### config.mk
export PLATFORM = sky130hd
export DESIGN_NAME = mac_unit
export DESIGN_NICKNAME = d
export VERILOG_FILES = /design/src/rtl/mac_pkg.sv /design/src/rtl/mac_opnd_ext.sv /design/src/rtl/mac_datapath.sv /design/src/rtl/mac_rd_mux.sv /design/src/rtl/mac_unit.sv
export SDC_FILE = /design/constraint.sdc
export NUM_CORES = 1
export LEC_CHECK = 0
export ABC_CLOCK_PERIOD_IN_PS = 10800
export BUFFER_PORTS_ARGS = -buffer_cell sky130_fd_sc_hd__buf_2
export CELL_PAD_IN_SITES_DETAIL_PLACEMENT = 1
export CELL_PAD_IN_SITES_GLOBAL_PLACEMENT = 2
export CORE_ASPECT_RATIO = 0.5
export CORE_MARGIN = 2
export CORE_UTILIZATION = 41
export CTS_CLUSTER_DIAMETER = 120
export DETAILED_ROUTE_END_ITERATION = 12
export GPL_ROUTABILITY_DRIVEN = 0
export PLACE_DENSITY = 0.94
export RECOVER_POWER = 100
export SLEW_MARGIN = 10
export SYNTH_ARGS = -nofsm -noshare
export SYNTH_HDL_FRONTEND = slang
export SYNTH_SLANG_ARGS = --single-unit
### constraint.sdc
create_clock -name clk -period 10.8 [get_ports clk]
set_input_delay 0.54 -clock clk [delete_from_list [all_inputs] [get_ports clk]]
set_output_delay 0.54 -clock clk [all_outputs]
set_load 0.05 [all_outputs]
### src/rtl/mac_pkg.sv
package mac_pkg;

    localparam int unsigned REG_ADDR_W = 3;

    // mode number equals bits [1:0] of the first-operand address
    typedef enum logic [1:0] {
        MD_UMUL = 2'd0,
        MD_SMUL = 2'd1,
        MD_UMAC = 2'd2,
        MD_SMAC = 2'd3
    } mac_mode_e;

    localparam logic [REG_ADDR_W-1:0] A_OP2  = 3'd4;
    localparam logic [REG_ADDR_W-1:0] A_RLO  = 3'd5;
    localparam logic [REG_ADDR_W-1:0] A_RHI  = 3'd6;
    localparam logic [REG_ADDR_W-1:0] A_SEXT = 3'd7;

    function automatic logic mode_signed(mac_mode_e m);
        return m[0];
    endfunction

    function automatic logic mode_accum(mac_mode_e m);
        return m[1];
    endfunction

endpackage

### src/rtl/mac_opnd_ext.sv
module mac_opnd_ext #(
    parameter int unsigned DATA_W = 16
) (
    input  logic [DATA_W-1:0] raw,
    input  logic              narrow,
    input  logic              sgn,
    output logic [DATA_W-1:0] ext
);
    localparam int unsigned HALF_W = DATA_W / 2;
    localparam int unsigned FILL_W = DATA_W - HALF_W;

    logic fill_bit;

    always_comb begin
        fill_bit = sgn & raw[HALF_W-1];
        if (narrow) begin
            ext = {{FILL_W{fill_bit}}, raw[HALF_W-1:0]};
        end else begin
            ext = raw;
        end
    end
endmodule

### src/rtl/mac_datapath.sv
module mac_datapath
    import mac_pkg::*;
#(
    parameter int unsigned DATA_W = 16
) (
    input  logic [DATA_W-1:0]   opa,
    input  logic [DATA_W-1:0]   opb,
    input  logic [2*DATA_W-1:0] acc,
    input  mac_mode_e           mode,
    output logic [2*DATA_W-1:0] res,
    output logic [DATA_W-1:0]   sext
);
    localparam int unsigned PROD_W = 2 * DATA_W;
    localparam int unsigned WIDE_W = 2 * DATA_W + 2;
    localparam int unsigned PAD_W  = DATA_W + 1;

    logic                     sgn;
    logic                     accum;
    logic signed [WIDE_W-1:0] a_w;
    logic signed [WIDE_W-1:0] b_w;
    logic signed [WIDE_W-1:0] prod_full;
    logic [PROD_W-1:0]        prod;
    logic [PROD_W:0]          sum;

    assign sgn   = mode_signed(mode);
    assign accum = mode_accum(mode);

    // operands widened so one signed multiplier serves both signednesses
    assign a_w = $signed({{PAD_W{sgn & opa[DATA_W-1]}}, opa, 1'b0}) >>> 1;
    assign b_w = $signed({{PAD_W{sgn & opb[DATA_W-1]}}, opb, 1'b0}) >>> 1;
    assign prod_full = a_w * b_w;
    assign prod      = prod_full[PROD_W-1:0];

    // one extra bit holds carry (unsigned) or true sign (signed)
    assign sum = {sgn & acc[PROD_W-1], acc} + {sgn & prod[PROD_W-1], prod};

    always_comb begin
        if (accum) begin
            res = sum[PROD_W-1:0];
            if (sgn) begin
                sext = {DATA_W{sum[PROD_W]}};
            end else begin
                sext = {{(DATA_W-1){1'b0}}, sum[PROD_W]};
            end
        end else begin
            res = prod;
            if (sgn) begin
                sext = {DATA_W{prod[PROD_W-1]}};
            end else begin
                sext = '0;
            end
        end
    end
endmodule

### src/rtl/mac_rd_mux.sv
module mac_rd_mux
    import mac_pkg::*;
#(
    parameter int unsigned DATA_W = 16
) (
    input  logic [REG_ADDR_W-1:0] addr,
    input  logic [DATA_W-1:0]     op1,
    input  logic [DATA_W-1:0]     op2,
    input  logic [DATA_W-1:0]     rlo,
    input  logic [DATA_W-1:0]     rhi,
    input  logic [DATA_W-1:0]     sext,
    output logic [DATA_W-1:0]     rdata
);
    always_comb begin
        if (!addr[REG_ADDR_W-1]) begin
            rdata = op1;
        end else begin
            case (addr)
                A_OP2:   rdata = op2;
                A_RLO:   rdata = rlo;
                A_RHI:   rdata = rhi;
                default: rdata = sext;
            endcase
        end
    end
endmodule

### src/rtl/mac_unit.sv
module mac_unit
    import mac_pkg::*;
#(
    parameter int unsigned DATA_W = 16
) (
    input  logic                  clk,
    input  logic                  rst_n,
    input  logic                  bus_wr,
    input  logic                  bus_byte,
    input  logic [REG_ADDR_W-1:0] bus_addr,
    input  logic [DATA_W-1:0]     bus_wdata,
    output logic [DATA_W-1:0]     bus_rdata
);
    localparam int unsigned PROD_W = 2 * DATA_W;

    typedef struct packed {
        logic [DATA_W-1:0] op1;
        logic [DATA_W-1:0] op2;
        mac_mode_e         mode;
        logic [DATA_W-1:0] rlo;
        logic [DATA_W-1:0] rhi;
        logic [DATA_W-1:0] sext;
    } mac_state_t;

    mac_state_t        st_d;
    mac_state_t        st_q;
    logic [DATA_W-1:0] op1_ext;
    logic [DATA_W-1:0] op2_ext;
    logic [PROD_W-1:0] dp_res;
    logic [DATA_W-1:0] dp_sext;
    logic              op1_wr;

    assign op1_wr = bus_wr & ~bus_addr[REG_ADDR_W-1];

    mac_opnd_ext #(.DATA_W(DATA_W)) u_ext_a (
        .raw    (bus_wdata),
        .narrow (bus_byte),
        .sgn    (bus_addr[0]),
        .ext    (op1_ext)
    );

    mac_opnd_ext #(.DATA_W(DATA_W)) u_ext_b (
        .raw    (bus_wdata),
        .narrow (bus_byte),
        .sgn    (mode_signed(st_q.mode)),
        .ext    (op2_ext)
    );

    mac_datapath #(.DATA_W(DATA_W)) u_dp (
        .opa  (st_q.op1),
        .opb  (op2_ext),
        .acc  ({st_q.rhi, st_q.rlo}),
        .mode (st_q.mode),
        .res  (dp_res),
        .sext (dp_sext)
    );

    mac_rd_mux #(.DATA_W(DATA_W)) u_rd (
        .addr  (bus_addr),
        .op1   (st_q.op1),
        .op2   (st_q.op2),
        .rlo   (st_q.rlo),
        .rhi   (st_q.rhi),
        .sext  (st_q.sext),
        .rdata (bus_rdata)
    );

    always_comb begin
        st_d = st_q;
        if (op1_wr) begin
            st_d.op1  = op1_ext;
            st_d.mode = mac_mode_e'(bus_addr[1:0]);
        end else if (bus_wr) begin
            case (bus_addr)
                A_OP2: begin
                    st_d.op2  = op2_ext;
                    st_d.rlo  = dp_res[DATA_W-1:0];
                    st_d.rhi  = dp_res[PROD_W-1:DATA_W];
                    st_d.sext = dp_sext;
                end
                A_RLO:   st_d.rlo = bus_wdata;
                A_RHI:   st_d.rhi = bus_wdata;
                default: ;
            endcase
        end
    end

    always_ff @(posedge clk or negedge rst_n) begin
        if (!rst_n) begin
            st_q <= '0;
        end else begin
            st_q <= st_d;
        end
    end


    mode_sel_chk: assert property (@(posedge clk) disable iff (!rst_n)
        op1_wr |=> (st_q.mode == mac_mode_e'($past(bus_addr[1:0]))));


    umul_sext_chk: assert property (@(posedge clk) disable iff (!rst_n)
        (bus_wr && bus_addr == A_OP2 && st_q.mode == MD_UMUL) |=> (st_q.sext == '0));


    smul_sext_chk: assert property (@(posedge clk) disable iff (!rst_n)
        (bus_wr && bus_addr == A_OP2 && st_q.mode == MD_SMUL)
        |=> (st_q.sext == {DATA_W{st_q.rhi[DATA_W-1]}}));


    umac_carry_chk: assert property (@(posedge clk) disable iff (!rst_n)
        (bus_wr && bus_addr == A_OP2 && st_q.mode == MD_UMAC)
        |=> (st_q.sext[DATA_W-1:1] == '0));


    smac_sext_chk: assert property (@(posedge clk) disable iff (!rst_n)
        (bus_wr && bus_addr == A_OP2 && st_q.mode == MD_SMAC)
        |=> ($countones(st_q.sext) == 0 || $countones(st_q.sext) == DATA_W));


    preload_chk: assert property (@(posedge clk) disable iff (!rst_n)
        (bus_wr && bus_addr == A_RLO) |=> (st_q.rlo == $past(bus_wdata) && $stable(st_q.sext)));


    sext_ro_chk: assert property (@(posedge clk) disable iff (!rst_n)
        (bus_wr && bus_addr == A_SEXT) |=> ($stable(st_q.sext) && $stable(st_q.rlo) && $stable(st_q.rhi)));


    op1_hold_chk: assert property (@(posedge clk) disable iff (!rst_n)
        op1_wr |=> ($stable(st_q.rlo) && $stable(st_q.rhi) && $stable(st_q.sext)));
endmodule

[Yosys cells after proc, flatten, opt, wreduce, memory -nomap -nowiden]
Index checks and enable logic that the tools add are counted.
Cells by class
  $add $sub $neg: 1
  multiply operators: 1
  eq/ne operators: 3
  multiplexer cells: 10
  bitwise logic cells: 9
  reductions and logical operators: 5
Operator list (count)
  16-bit 2-to-1 mux: 6
  16-bit case mux with 2 select lines: 2
  16-bit case mux with 3 select lines: 1
  33-bit adder: 1
  17-bit by 17-bit multiplier with 32-bit output: 1
  32-bit 2-to-1 mux: 1
  3-bit equality test, second input constant: 3
  3-bit AND reduction: 3
  1-bit bitwise AND: 7
  2-bit nonzero test: 2
  1-bit inverter: 2
Word-level totals
  register bits after elaboration: 82
  output and inout port bits: 16
  word-level logic and storage cells: 35

[Logic depth before layout (Yosys ltp)]
  depth after elaboration: 8
  gate-level depth with buffers: 36
  gate-level depth less buffers: 35

[Modules after synthesis]
Synthesis repeated with hierarchy kept, for this count alone.
Unflattened totals
  cell total of the unflattened synthesis: 1806
  area total of the unflattened synthesis: 17423.0 um^2
Modules (own cells, without submodules)
  mac_datapath: times used 1, cells each 1468, area each 12668.4 um^2, sequential area each 0.0 um^2
  mac_unit: times used 1, cells each 214, area each 3733.6 um^2, sequential area each 2052.0 um^2
  mac_rd_mux: times used 1, cells each 74, area each 740.7 um^2, sequential area each 0.0 um^2
  mac_opnd_ext: times used 2, cells each 25, area each 140.1 um^2, sequential area each 0.0 um^2

[Worst setup path after synthesis]
Ideal clock, no wire load.
  path type: input to register
  start: input port bus_byte
  end: register st_q[0] (netlist bit)
  library setup time: 0.124 ns
  arrival time: 8.791 ns
  path slack: 1.885 ns
  stages: 35
  buffers on the path: 2
  cell sequence: clkbuf_1 o21ai_1 clkbuf_1 nand2_1 fa_1 inv_1 fa_1 inv_1 fa_1 inv_1 fa_1 fa_1 inv_1 fa_1 inv_1 ha_1 nand4_1 a2111oi_2 a2111oi_4 o31ai_2 a21oi_2 o311ai_0 xor2_1 ha_1 a21o_1 a31oi_1 o21ai_0 a32o_1 a311o_1 a31oi_2 xnor2_1 nand2_1 and3_2 a211oi_2 nor2_1
Between the ends
  longest elaborated chain between the ends: 7
  elaborated cells on any way between the ends: 8
  those cells by class: add/sub: 1; mul: 1; mux: 4; bitwise: 2
Ends and longest elaborated chain
  start, declared: RTL line mac_unit.sv:9  | input logic bus_byte,
  16-bit 2-to-1 mux (*): RTL line mac_opnd_ext.sv:16  | if (narrow) begin
  1-bit bitwise AND: RTL line mac_datapath.sv:30  | assign b_w = $signed({{PAD_W{sgn & opb[DATA_W-1]}}, opb, 1'b0}) >>> 1;
  17-bit by 17-bit multiplier with 32-bit output (*): RTL line mac_datapath.sv:31  | assign prod_full = a_w * b_w;
  1-bit bitwise AND: RTL line mac_datapath.sv:35  | assign sum = {sgn & acc[PROD_W-1], acc} + {sgn & prod[PROD_W-1], prod};
  33-bit adder: RTL line mac_datapath.sv:35
  16-bit 2-to-1 mux: RTL line mac_datapath.sv:40  | if (sgn) begin
  16-bit 2-to-1 mux (*): RTL line mac_datapath.sv:38  | if (accum) begin
  end signal, assigned: RTL line mac_unit.sv:92  | st_q <= st_d;
  end, declared: RTL line mac_unit.sv:26  | mac_state_t st_q;
Every way passes the cells marked *; elsewhere a longest branch is shown, timed or not.
A chain may end at the register's enable or synchronous reset.

[Worst setup path after layout]
Same ends and word-level chain as after synthesis.

==> run_results.csv <==
group,metric,value,unit
layout,nets,2263,
clock_network,clockBufferDepth,2,
min_path,hold_path.startpoint,"st_q[57]$_DFFE_PN0P_",
timing,fin_crit,9990,ps
timing,rsz0062_at_grt,"no",
timing,setup_slack,806,ps
yosys,synth.top_cells.by_area,"fa_1 36%, dfrtp_1 11%, ha_1 9.1%",
layout,fillers,4551,
clock_network,cts.sinks,68,
worst_setup_path,startpoint,"bus_byte",
timing,skew,3.01,ps
layout,insertedDiodeCount,0,
drt,firstDrtPassIters,5,
worst_setup_path,cp-start-kind,"input port",
yosys,synth_edf_count,0,
worst_setup_path,slowest_stage,"a2111oi_4",
drt,antenna_left,0,
placement,portBuffers,38,
placement,hpwl,38400,um
floorplan,num_io_pins,39,
timing,slew_violations,105,
drt,wl,48700,um
clock_network,worstSkewPairLatency,340,ps
drt,post_drt_via_cell_ratio,5.43,
layout,largest_register,"st_q",
drt,wl_per_cell,20.6,um
layout,layout_common_cells,"341 x inv_1, 283 x fa_1, 265 x nand2_1, 128 x a21oi_1",
worst_setup_path,crit_path_max_fanout,19,
grt,grt_max_degree,69,
yosys,syn_nets,2282,
yosys,synth_top_cell_by_area,"fa_1",
clock_network,cts_resized,0,
timing,worstMarginPinSlew,4130,ps
layout,seq_area,1700,um^2
layout,top_regs,"st_q x68",
clock_network,cts_max_level,3,
timing,finalSetupViolations,0,
run,drv_cap,2,
layout,area_growth,5.49,%
floorplan,die_w,282,um
clock_network,numCtsBuffers,9,
layout,final_common_cell,"inv_1",
worst_setup_path,cp.required,11030,ps
yosys,synth-async-reset-ratio,100,%
yosys,postSynthCellCount,1860,
drt,drcViolationCount,0,
outcome,status,"finished with violations",
drt,dr_wl_met3,2530,um
grt,grt_util_all_layers,25.6,%
worst_setup_path,end_kind,"flop",
yosys,syn_avg_cell_area,8.54,um^2
outcome,violations,"max-capacitance violations, max-slew violations",
worst_setup_path,r2r_start,"st_q[48]$_DFFE_PN0P_",
clock_network,root_buffer,"clkbuf_16",
drt,drt_iter0_markers,728,
layout,multi_input_area,12500,um^2
worst_setup_path,r2r_slack,880,ps
drt,num_vias,12800,
yosys,ys_ff_latch,68,
clock_network,cts.clk_slew.worst_paths,60,ps
grt,grt_pass1_wl,79100,um
grt,grt_overflow,0,
yosys,ys_seq_area_share,10.7,%
yosys,synth_top_flop_cell,"dfrtp_1",
layout,layout-drive-gt1-share,5.09,%
timing,timing.fmax,100,MHz
drt,highest_layer,"met4",
clock_network,cts_hold_buf,0,
timing,fin_crit_sh,92.5,%
placement,dpl.cell_count,2350,
worst_setup_path,crit_top_cell,"fa_1",
floorplan,rows,50,
clock_network,post-cts-setup-buffers,0,
timing,worst_slew_margin_rel,-175,%
timing,tns,0,ps
drt,route.met2.wl,23200,um
floorplan,core,37800,um^2
grt,grt_pass1_vias,14100,
yosys,ys_warn_count,0,
clock_network,cts_tree,"done",
floorplan,start_util,42.0,%
worst_setup_path,slowest_delay,510,ps
worst_setup_path,crit_type,"in2reg",
placement,pre_cts_ws,839,ps
min_path,min_path_type,"reg2reg",
drt,drt-met1-wl,21900,um
worst_setup_path,arrival,10220,ps
grt,antenna_found_initial,1,
timing,hold_viol,0,
floorplan,die_y,143,um
layout,largest_reg_flops,68,
floorplan,dieArea,40400,um^2
yosys,synth_cell_type_count,67,
yosys,syn-cell-area,15900,um^2
layout,stdcell_count,2365,
yosys,synth_top_area_share,35.7,%
timing,holdWs,474,ps
[final timing paths]
| check | endpoint | depth (start not counted) |
|---|---|---|
| setup / recovery | st_q[0]$_DFFE_PN0P_ | 36 |
| hold / removal | st_q[57]$_DFFE_PN0P_ | 2 |
| setup reg to reg | st_q[0]$_DFFE_PN0P_ | 35 |
| hold reg to reg | st_q[57]$_DFFE_PN0P_ | 2 |
| max in group asynchronous | st_q[37]$_DFFE_PN0P_ | 2 |
| min in group asynchronous | st_q[29]$_DFFE_PN0P_ | 2 |
[area by class of cell]
type | instances | share of cell area [%]
Multi-Input combinational cell | 1356 | 74.6
Sequential cell | 68 | 10.2
Inverter | 341 | 7.64
Tap cell | 520 | 3.88
Timing Repair Buffer | 65 | 2.14
Clock buffer | 13 | 1.55
Clock inverter | 2 | 0.0597
[through the flow]
stage / area, um^2 / util (%)
after CTS: 16800 / 44.5
after floorplan: 15900 / -
after global routing: 16800 / 44.3
final: 16800 / 44.3
after global placement: 16600 / 43.8
after detailed placement: 16600 / 43.8
[worst max-delay path: cells and delay by family]
| kind | cells | cell delay [ps] |
|---|---|---|
| buf+inv | 5 | 620 |
| compound gates | 12 | 2900 |
| xor+xnor | 2 | 330 |
| simple gates | 9 | 2260 |
| fa+ha+maj | 8 | 3530 |
[synthesized netlist by cell type, types with 6 or more instances]
library cell / instances
and2_1: 119
mux2_2: 12
and3_1: 16
clkbuf_1: 87
a21oi_1: 126
nand2_1: 265
nor2_1: 96
xnor2_1: 49
mux2i_1: 23
o21bai_1: 11
a211oi_1: 14
nand4_1: 6
nand3_1: 16
o21ai_1: 12
fa_1: 283
inv_1: 341
a21o_1: 23
dfrtp_1: 68
xor2_1: 21
or2_2: 8
o21ai_0: 56
nor3_1: 10
ha_1: 116
[layer usage]
metal | vias to the layer above | global-route usage, %
met5 | - | 0
met4 | 0 | 5.63
met3 | 57 | 3.55
met2 | 315 | 43.1
met1 | 6722 | 35.3
li1 | 5739 | -
[kinds of logic (layout without fill, tap and decap cells)]
family          count (synthesis)  count (layout)  synth area share [%]
simple gates                  556             556                  16.1
buf+inv                       436             421                  10.4
fa+ha+maj                     399             399                  44.8
compound gates                294             294                  11.5
xor+xnor                       71              71                  4.03
flops                          68              68                  10.7
mux                            36              36                  2.44
Power is left out: the tool's default activity adds up to more than one toggle a clock period on the data nets, which glitch-free logic cannot reach.
